`src/rtl/raster_pkg.sv`:
```
// Shared types for the raster timing generator.
// Assumes a byte-wide settings port with four addresses.
package raster_pkg;
    localparam int TRIG_HW = 11;   // horizontal phase width
    localparam int VTRIG_W = 5;    // vertical phase width
    localparam int FC_W    = 3;    // field counter for the eight-field schedule

    typedef enum logic [1:0] {
        FL_INTERLACED = 2'b00,
        FL_SHORT      = 2'b01,
        FL_LONG_A     = 2'b10,
        FL_LONG_B     = 2'b11
    } field_mode_e;

    typedef enum logic [1:0] {
        SC_OFF          = 2'b00,
        SC_TWO_LINES    = 2'b01,
        SC_EIGHT_FIELDS = 2'b10,
        SC_FOUR_FIELDS  = 2'b11
    } sc_mode_e;

    typedef struct packed {
        logic [TRIG_HW-1:0] htrig;
        logic [VTRIG_W-1:0] vtrig;
        logic               vneg;
        logic               sys50;
        field_mode_e        fmode;
        sc_mode_e           scmode;
        logic               blank;
    } cfg_t;

    localparam logic [1:0] A_HLO  = 2'd0;
    localparam logic [1:0] A_HHI  = 2'd1;
    localparam logic [1:0] A_VERT = 2'd2;
    localparam logic [1:0] A_CTRL = 2'd3;
endpackage

```
`src/rtl/raster_cfg_regs.sv`:
```
// Settings store: a staging copy written from the port and an active copy
// loaded from it on each line wrap. Assumes commit is a one-cycle pulse.
module raster_cfg_regs
    import raster_pkg::*;
(
    input  logic       clk,
    input  logic       rst_n,
    input  logic       wr_en,
    input  logic [1:0] wr_addr,
    input  logic [7:0] wr_data,
    input  logic       commit,
    output cfg_t       active
);
    cfg_t staged;

    // Capture port writes into the staging copy.
    always_ff @(posedge clk) begin
        if (!rst_n) begin
            staged <= '0;
        end else if (wr_en) begin
            case (wr_addr)
                A_HLO:  staged.htrig[7:0] <= wr_data;
                A_HHI:  staged.htrig[TRIG_HW-1:8] <= wr_data[2:0];
                A_VERT: begin
                    staged.vtrig <= wr_data[VTRIG_W-1:0];
                    staged.vneg  <= wr_data[7];
                end
                A_CTRL: begin
                    staged.sys50  <= wr_data[0];
                    staged.fmode  <= field_mode_e'(wr_data[2:1]);
                    staged.scmode <= sc_mode_e'(wr_data[4:3]);
                    staged.blank  <= wr_data[5];
                end
            endcase
        end
    end

    // Move staged settings into use at a line wrap.
    always_ff @(posedge clk) begin
        if (!rst_n) begin
            active <= '0;
        end else if (commit) begin
            active <= staged;
        end
    end
endmodule

```
`src/rtl/raster_hcount.sv`:
```
// Pixel counter across a line. A trigger loads the horizontal phase, clamped
// to the last count. Assumes line_len is even and at least 4.
module raster_hcount
    import raster_pkg::*;
#(
    parameter int CW = 11
) (
    input  logic               clk,
    input  logic               rst_n,
    input  logic               trig,
    input  logic [CW-1:0]      line_len,
    input  logic [TRIG_HW-1:0] htrig,
    output logic [CW-1:0]      hcount,
    output logic               wrap,
    output logic               half_adv
);
    logic [CW-1:0] last;
    logic [CW-1:0] half_m1;
    logic [CW-1:0] load_v;
    logic          at_end;

    // Decode the line end, the mid-line point and the clamped load value.
    always_comb begin
        last     = line_len - CW'(1);
        half_m1  = (line_len >> 1) - CW'(1);
        at_end   = (hcount >= last);
        load_v   = (32'(htrig) >= 32'(line_len)) ? last : CW'(htrig);
        wrap     = !trig && at_end;
        half_adv = !trig && (at_end || (hcount == half_m1));
    end

    // Count pixels, reload on trigger, wrap at the line end.
    always_ff @(posedge clk) begin
        if (!rst_n) begin
            hcount <= '0;
        end else if (trig) begin
            hcount <= load_v;
        end else if (at_end) begin
            hcount <= '0;
        end else begin
            hcount <= hcount + CW'(1);
        end
    end
endmodule

```
`src/rtl/raster_vcount.sv`:
```
// Half-line counter across a field or interlaced frame. It wraps at period,
// and a value left above a shrunken period wraps at the next step.
module raster_vcount #(
    parameter int VW = 11
) (
    input  logic          clk,
    input  logic          rst_n,
    input  logic          trig,
    input  logic          half_adv,
    input  logic [VW-1:0] period,
    input  logic [VW-1:0] load_v,
    output logic [VW-1:0] vhalf
);
    logic [VW-1:0] nxt;

    // Next half-line position.
    always_comb nxt = vhalf + VW'(1);

    // Reload on trigger, otherwise step at half-line boundaries.
    always_ff @(posedge clk) begin
        if (!rst_n) begin
            vhalf <= '0;
        end else if (trig) begin
            vhalf <= load_v;
        end else if (half_adv) begin
            vhalf <= (nxt >= period) ? '0 : nxt;
        end
    end
endmodule

```
`src/rtl/raster_events.sv`:
```
// Decodes strobes and the field identifier from the two counters, and
// schedules subcarrier resets with a line parity bit and a field counter.
// Assumes bnd = 2N+1 for the active base line count N.
module raster_events
    import raster_pkg::*;
#(
    parameter int CW = 11,
    parameter int VW = 11
) (
    input  logic          clk,
    input  logic          rst_n,
    input  logic          trig,
    input  logic [CW-1:0] hcount,
    input  logic [CW-1:0] line_len,
    input  logic [VW-1:0] vhalf,
    input  logic [VW-1:0] bnd,
    input  field_mode_e   fmode,
    input  sc_mode_e      scmode,
    output logic          line_start,
    output logic          field_start,
    output logic          field_id,
    output logic          sc_reset
);
    logic            lpar;
    logic [FC_W-1:0] fcnt;
    logic            hb;
    logic            ilace;

    // Line and field strobes plus field identifier.
    always_comb begin
        ilace       = (fmode == FL_INTERLACED);
        hb          = (hcount == '0) || (hcount == (line_len >> 1));
        line_start  = (hcount == '0);
        field_id    = ilace && (vhalf >= bnd);
        field_start = hb && ((vhalf == '0) || (ilace && (vhalf == bnd)));
    end

    // Select the subcarrier reset schedule.
    always_comb begin
        sc_reset = 1'b0;
        case (scmode)
            SC_OFF:          sc_reset = 1'b0;
            SC_TWO_LINES:    sc_reset = line_start && !lpar;
            SC_EIGHT_FIELDS: sc_reset = field_start && (fcnt == '0);
            SC_FOUR_FIELDS:  sc_reset = field_start && (fcnt[1:0] == 2'b00);
        endcase
    end

    // Track line parity and field count since reset or trigger.
    always_ff @(posedge clk) begin
        if (!rst_n || trig) begin
            lpar <= 1'b0;
            fcnt <= '0;
        end else begin
            if (line_start)  lpar <= ~lpar;
            if (field_start) fcnt <= fcnt + FC_W'(1);
        end
    end
endmodule

```
`src/rtl/raster_timing_gen.sv`:
```
// Top of the raster timing generator. Derives line length, half-line period,
// field boundary and signed vertical load from the active settings.
// Assumes even line lengths and base line counts of at least 16.
module raster_timing_gen
    import raster_pkg::*;
#(
    parameter int LINE_LEN_60 = 1716,
    parameter int LINE_LEN_50 = 1728,
    parameter int LINES_60    = 262,
    parameter int LINES_50    = 312
) (
    input  logic clk,
    input  logic rst_n,
    input  logic trig,
    input  logic wr_en,
    input  logic [1:0] wr_addr,
    input  logic [7:0] wr_data,
    output logic [$clog2((LINE_LEN_50 > LINE_LEN_60) ? LINE_LEN_50 : LINE_LEN_60)-1:0] hcount,
    output logic [$clog2(4 * ((LINES_50 > LINES_60) ? LINES_50 : LINES_60) + 2)-1:0] vhalf,
    output logic line_start,
    output logic field_start,
    output logic field_id,
    output logic sc_reset,
    output logic blank_force
);
    localparam int LMAX = (LINE_LEN_50 > LINE_LEN_60) ? LINE_LEN_50 : LINE_LEN_60;
    localparam int NMAX = (LINES_50 > LINES_60) ? LINES_50 : LINES_60;
    localparam int CW   = $clog2(LMAX);
    localparam int VW   = $clog2(4 * NMAX + 2);

    cfg_t          act;
    logic          wrap;
    logic          half_adv;
    logic [CW-1:0] line_len;
    logic [VW-1:0] period;
    logic [VW-1:0] bnd;
    logic [VW-1:0] vload;
    logic [31:0]   nl;
    logic [31:0]   per;

    // Raster geometry from the active settings.
    always_comb begin
        nl       = act.sys50 ? 32'(LINES_50) : 32'(LINES_60);
        line_len = act.sys50 ? CW'(LINE_LEN_50) : CW'(LINE_LEN_60);
        case (act.fmode)
            FL_INTERLACED: per = 32'd4 * nl + 32'd2;
            FL_SHORT:      per = 32'd2 * nl;
            default:       per = 32'd2 * nl + 32'd2;
        endcase
        period = VW'(per);
        bnd    = VW'(32'd2 * nl + 32'd1);
        vload  = (act.vneg && (act.vtrig != '0)) ? VW'(per - 32'(act.vtrig))
                                                  : VW'(act.vtrig);
    end

    // Blanking flag follows the active copy.
    always_comb blank_force = act.blank;

    raster_cfg_regs u_regs (
        .clk     (clk),
        .rst_n   (rst_n),
        .wr_en   (wr_en),
        .wr_addr (wr_addr),
        .wr_data (wr_data),
        .commit  (wrap),
        .active  (act)
    );

    raster_hcount #(.CW(CW)) u_h (
        .clk      (clk),
        .rst_n    (rst_n),
        .trig     (trig),
        .line_len (line_len),
        .htrig    (act.htrig),
        .hcount   (hcount),
        .wrap     (wrap),
        .half_adv (half_adv)
    );

    raster_vcount #(.VW(VW)) u_v (
        .clk      (clk),
        .rst_n    (rst_n),
        .trig     (trig),
        .half_adv (half_adv),
        .period   (period),
        .load_v   (vload),
        .vhalf    (vhalf)
    );

    raster_events #(.CW(CW), .VW(VW)) u_ev (
        .clk         (clk),
        .rst_n       (rst_n),
        .trig        (trig),
        .hcount      (hcount),
        .line_len    (line_len),
        .vhalf       (vhalf),
        .bnd         (bnd),
        .fmode       (act.fmode),
        .scmode      (act.scmode),
        .line_start  (line_start),
        .field_start (field_start),
        .field_id    (field_id),
        .sc_reset    (sc_reset)
    );
endmodule

```
`config.mk`:
```
export PLATFORM = sky130hd
export DESIGN_NAME = raster_timing_gen
export DESIGN_NICKNAME = d
export VERILOG_FILES = /design/src/rtl/raster_pkg.sv /design/src/rtl/raster_cfg_regs.sv /design/src/rtl/raster_hcount.sv /design/src/rtl/raster_vcount.sv /design/src/rtl/raster_events.sv /design/src/rtl/raster_timing_gen.sv
export SDC_FILE = /design/constraint.sdc
export NUM_CORES = 1
export LEC_CHECK = 0
export ABC_AREA = 1
export BUFFER_PORTS_ARGS = -buffer_cell sky130_fd_sc_hd__buf_2
export CAP_MARGIN = 20
export CELL_PAD_IN_SITES_DETAIL_PLACEMENT = 0
export CELL_PAD_IN_SITES_GLOBAL_PLACEMENT = 1
export CORE_AREA = 8 8 114 158
export CTS_CLUSTER_DIAMETER = 200
export DETAILED_ROUTE_END_ITERATION = 16
export DIE_AREA = 0 0 122 166
export PLACE_DENSITY = 0.73
export SKIP_CTS_REPAIR_TIMING = 1
export SLEW_MARGIN = 20
export SYNTH_ARGS = -nofsm -noshare
export SYNTH_HDL_FRONTEND = slang
export SYNTH_HIERARCHICAL = 1
export SYNTH_SLANG_ARGS = --single-unit
```
`constraint.sdc`:
```
create_clock -name clk -period 3.65 [get_ports clk]
set_clock_uncertainty 0.05 [all_clocks]
set_input_delay 0.1825 -clock clk [delete_from_list [all_inputs] [get_ports clk]]
set_output_delay 0.1825 -clock clk [all_outputs]
set_load 0.005 [all_outputs]
```
* Word level (Yosys, flattened, before mapping) *
Cells that the tools add are included.

word-level totals
  flip-flop bits (word level) = 72
  input port bits = 14
  output and inout port bits = 27

operators by class
  add/subtract/negate cells = 9
  order comparisons = 4
  equality and inequality tests = 10
  multiplexer cells = 11
  bitwise gates (word level) = 1
  reduce and logical (&&, ||, !) cells = 29

operators with widths
  kind                                                                  count
  11-bit two-way mux                                                    7
  11-bit greater-or-equal comparator                                    4
  11-bit by 1-bit adder with 11-bit output, second input constant       2
  11-bit == test                                                        2
  11-bit logical NOT                                                    2
  11-bit case mux with 2 select lines                                   1
  10-bit by 1-bit adder with 11-bit output, second input constant       1
  10-bit by 2-bit adder with 11-bit output, second input constant       1
  11-bit by 2-bit adder with 11-bit output, second input constant       1
  11-bit by 10-bit == test with 1-bit output                            1
  10-bit by 1-bit subtractor with 11-bit output, second input constant  1
  10-bit by 2-bit subtractor with 11-bit output, second input constant  1
  11-bit by 5-bit subtractor with 11-bit output                         1
  1-bit logical AND                                                     9
  2-bit == test, second input constant                                  4
  2-bit logical NOT                                                     4
  2-bit AND reduction                                                   4
  7-bit two-way mux                                                     1
  2-bit by 1-bit == test with 1-bit output, second input constant       3
  6-bit two-way mux                                                     1
  5-bit nonzero test                                                    1
  1-bit logical OR                                                      4
  1-bit case mux with 4 select lines                                    1
  3-bit by 1-bit adder with 3-bit output, second input constant         1
  4 further kinds                                                       6

* Longest topological paths before layout *
  depth in word-level cells = 8
  mapped depth = 22

* Hierarchy *
Netlist, hierarchy kept.

modules (own cells, without submodules)
  module             times used  cells each  area an instance (sq um)
  raster_hcount      1           317         1,889.3
  raster_cfg_regs    1           236         1,770.4
  raster_vcount      1           151         1,017.2
  raster_events      1           157         850.8
  raster_timing_gen  1           80          417.9

* Worst setup path before layout *
Ideal clock, no wire load.

  path kind = register to register
  start point = register u_regs/active[5] (netlist name)
  end point = register u_v.vhalf[5]
  setup time = 0.132 ns
  data arrival time = 3.225 ns
  data required time = 3.468 ns
  slack = 0.243 ns
  stages on the path, launching flop included = 22
  path buffers = 1
  period minus slack after synthesis = 3.407 ns
  cells stage by stage = dfxtp_1 -> inv_1 -> inv_1 -> ha_1 -> nand2_2 -> nor2_1 -> xor2_1 -> ha_1 -> nand2_1 -> inv_1 -> nand2_1 -> nand2_1 -> nand3_1 -> nand2_1 -> o21ai_0 -> nand2_1 -> or2_1 -> nand4_1 -> a21oi_2 -> buf_4 -> nand3_1 -> a21oi_1

between the ends
  elaborated cells between the ends (all ways) = 18
  those cells by class = 5 x add/sub; 2 x order compare; 1 x eq/ne; 7 x mux; 3 x reduce/logical

RTL lines
  what                                                                                                            line                                      source
  start: declaration                                                                                              raster_cfg_regs.sv:12                     output cfg_t active
  start signal: assignment                                                                                        raster_cfg_regs.sv:43                     active <= staged;
  7-bit two-way mux (*)                                                                                           raster_timing_gen.sv:44                   line_len = act.sys50 ? CW'(LINE_LEN_50) : CW'(LINE_LEN_60);
  10-bit by 2-bit subtractor with 11-bit output or 10-bit by 1-bit subtractor with 11-bit output (tied branches)  raster_hcount.sv:24, raster_hcount.sv:25
  11-bit greater-or-equal comparator or 11-bit == test (tied branches)                                            raster_hcount.sv:26, raster_hcount.sv:29
  1-bit logical OR (*)                                                                                            raster_hcount.sv:29                       half_adv = !trig && (at_end || (hcount == half_m1));
  1-bit logical AND (*)                                                                                           raster_hcount.sv:29
  named net half_adv                                                                                              raster_timing_gen.sv:33                   logic half_adv;
  2-bit nonzero test (no line) (*)                                                                                --
  end signal: assignment                                                                                          raster_vcount.sv:24                       vhalf <= load_v;
  end signal: assignment                                                                                          raster_vcount.sv:26                       vhalf <= (nxt >= period) ? '0 : nxt;
  end: declaration                                                                                                raster_vcount.sv:12                       output logic [VW-1:0] vhalf

Mark *: on every way through the listed nets, which the timed path passes. The rest lies on a longest branch. The select of a mux whose other input is x is not followed.
A chain may end at the register's enable or synchronous reset.

* Worst setup path after layout *
  start point = register u_regs/active[5] (netlist name)
  end point = register u_v.vhalf[10]

The elaborated chain is that of the path after synthesis.

==> impl_results.md <==
* Outcome: completed
* Internal cell power at approximately 1.4 mW
* Top cells by area, synth: dfxtp_1 24%, nand2_1 14%, ha_1 11%, inv_1 9.7%, nor2_1 7.9%
* Die X at about 120 um
* Yosys Warn Count at 6
* Ports at between 40 and 50
* Comb pwr share at under 10%
* Crit path launch type: flop
* Max_cap viols at 0
* Initial antenna violation count at 0
* Gr ovfl total at 0
* Post-route antenna net violation count at 0
* Post-synth EDFFs at 0
* CTS clk-pin slew, worst paths at 0.06 ns
* Crit-path max FO at 10
* Worst Path Arrival at roughly 3.5 ns
* Synth async-reset ratio at 0%
* Hold Fails Final Rpt at 0
* Fmax achieved at just over 300 MHz
* Vias per std cell at about 4.7
* Distinct cell type count after synthesis at 47
* Total routed wirelength at about 17 mm
* CTS tree: built
* DR DRC count at 0
* Ys flop type: dfxtp_1
* Initial DRC count at slightly above 300
* Synthesized cell area at just under 6000 um^2
* Via count at between 5,000 and 6,000
* Largest net degree at the start of global routing at 50
* LEAKAGE at 3.57 nW
* Max Slew Vio Count at 0
* Final setup viols at 0
* Switch share at 25.7%
* Layout cell share with drive strength beyond 1 at 11.5%
* GRT Overall Usage at 16.5%
* Drt wl/cell at roughly 13 um
* DR pass1 iterations at 5
* Seq pwr share at ~43%
* First-pass GRT wire length at between 20 and 30 mm
* Final std cells w/o fill at roughly 1,200
* Core area at approximately 16,000 um^2
* Yosys top cell area share at about a quarter
* ANT cells at 0
* Area Overhead vs Synth at 15.2%
* Non-Filler Cell Area, Final at around 6900 um^2
* Die footprint at 20,300 um^2
* HPWL Detailed at ~12 mm
* Number of nets in the layout at around 1,100
* CTS Buf Count at 9
* Pwr Density at about 280 nW/um^2
* Total Power at ~1.9 mW
* Clock Tree Buf Depth at 2
* Period Utilization, post-route at around nine tenths
* Row count at 55
* CTS sink count at just over 70
* Mapped Cells at ~940
* Clock share of power at 47.6%
* Measured slew at the worst slew-check pin at roughly 0.86 ns
* RSZ-0062 raised after global routing: false
* Placed Area at approximately 6500 um^2
* Chip height at approximately 170 um
* Slew margin rel. at a little over two fifths
* Hold WS at 0.0478 ns
* Synth area leader: dfxtp_1
* Commonest cells post-synth: 218 x nand2_1, 153 x inv_1, 125 x nor2_1
* Minimum clock period at 3.30 ns
* Avg Cell Area, Syn at 6.32 um^2
* Buffers on Ports at 40
* #FFs+latches synth at between 70 and 80
* Psw at about 490 uW
* H-tree Lvls at 3
* Most frequent cell after synthesis: nand2_1
* Final GP Congestion at 0.841
* Placed Instances at 1,209
* Crit path kind: flop to flop
* Clock latency at the later pin of the worst-skew pair at around 0.33 ns
* VDD IR max at between 0.0002 and 0.00025 V
* Clock root buffer master: clkbuf_16
* Sequential area share after synthesis at between 20% and 30%
* Worst setup EP type: flop
* Fin Setup TNS at 0 ns
* Initial Util at roughly 38%
* Worst Hold Class: primary input to flop
* Required @ worst endpoint at between 3 and 4 ns
* Vias in the first global route at about 5,400
==> stage by stage <==
step | util (%) | worst slack [ns]
floorplan | - | 0.243
global placement | 41.0 | 0.139
detailed placement | 41.0 | 0.0725
CTS | 43.0 | 0.0591
global route | 43.5 | 0.0226
finish | 43.5 | 0.346
==> power by group through the flow <==
stage / registers, mW / logic (mW) / clock network [mW]
after CTS: 0.814 / 0.180 / 0.934
after detailed placement: 0.832 / 0.179 / 0
after floorplan: 0.830 / 0.138 / 0
final: 0.814 / 0.185 / 0.908
after global routing: 0.816 / 0.218 / 0.970
after global placement: 0.832 / 0.180 / 0
==> area by class of cell <==
class,count,area [um^2]
fill,1778,8910
multi-input combinational,724,3910
sequential,72,1440
inverter,165,632
timing repair buffer,53,298
tap,199,249
clock buffer,10,239
clock inverter,6,66.3
timing repair inverter,2,15.0
==> placed cells by master, fill, tap and decap left out, types with 11 or more instances in the layout <==
cell type	n
a21oi_1	61
a22oi_1	12
buf_2	40
buf_4	13
conb_1	47
dfxtp_1	72
ha_1	54
inv_1	150
nand2_1	218
nand3_1	81
nor2_1	125
o21ai_0	30
xnor2_1	11
xor2_1	21
==> routing by layer <==
layer / GRT usage (%) / wire length, um
met3: 2.35 / 383
met1: 18.8 / 7190
met5: 0 / 0
met2: 30.1 / 8700
met4: 5.60 / 332
==> sequential cells by signal, summed over array words and instances (netlist names) <==
| signal | count |
|---|---|
| u_regs/active | 23 |
| u_regs/staged | 23 |
| u_h/hcount | 11 |
| u_v/vhalf | 11 |
| u_ev/fcnt | 3 |
| u_ev/lpar | 1 |
==> critical path, cell delays in order (launching register included) <==
cell and delay (ns):
dfxtp_1 0.37, clkinvlp_4 0.21, inv_1 0.13, ha_1 0.20, nand2_2 0.14, nor2_1 0.14
xor2_1 0.10, ha_1 0.28, nand2_1 0.06, nor2_1 0.14, nand3_1 0.09, nand3_1 0.15
o21ai_4 0.09, nand2_1 0.07, or2_1 0.17, nand4_1 0.24, a21oi_2 0.33, nand3_1 0.12
a21oi_1 0.13
==> kinds of logic (layout without fill, tap and decap cells) <==
| group | count (synthesis) | count (layout) | share of synthesized area, % |
|---|---|---|---|
| flip-flops | 72 | 72 | 24.2 |
| AO/OA/AOI/OAI | 118 | 119 | 11.1 |
| buffers and inverters | 191 | 236 | 13.3 |
| XOR/XNOR | 33 | 33 | 4.99 |
| adder cells (fa/ha/maj) | 55 | 55 | 11.7 |
| other | 2 | 47 | 0.126 |
| AND/OR/NAND/NOR | 470 | 470 | 34.5 |
==> worst paths after layout <==
check                            startpoint  depth (start not counted)  slack, ns                             end
max           u_regs/active[5]$_SDFFE_PN0P_                         18       0.35      u_v/vhalf[10]$_SDFFE_PN0P_
min                              wr_data[5]                          3       0.05   u_regs/staged[0]$_SDFFE_PN0P_
max reg2reg   u_regs/active[5]$_SDFFE_PN0P_                         18       0.35      u_v/vhalf[10]$_SDFFE_PN0P_
min reg2reg  u_regs/staged[20]$_SDFFE_PN0P_                          2       0.41  u_regs/active[20]$_SDFFE_PN0P_
Note: power is estimated with default switching activity, not from simulation.
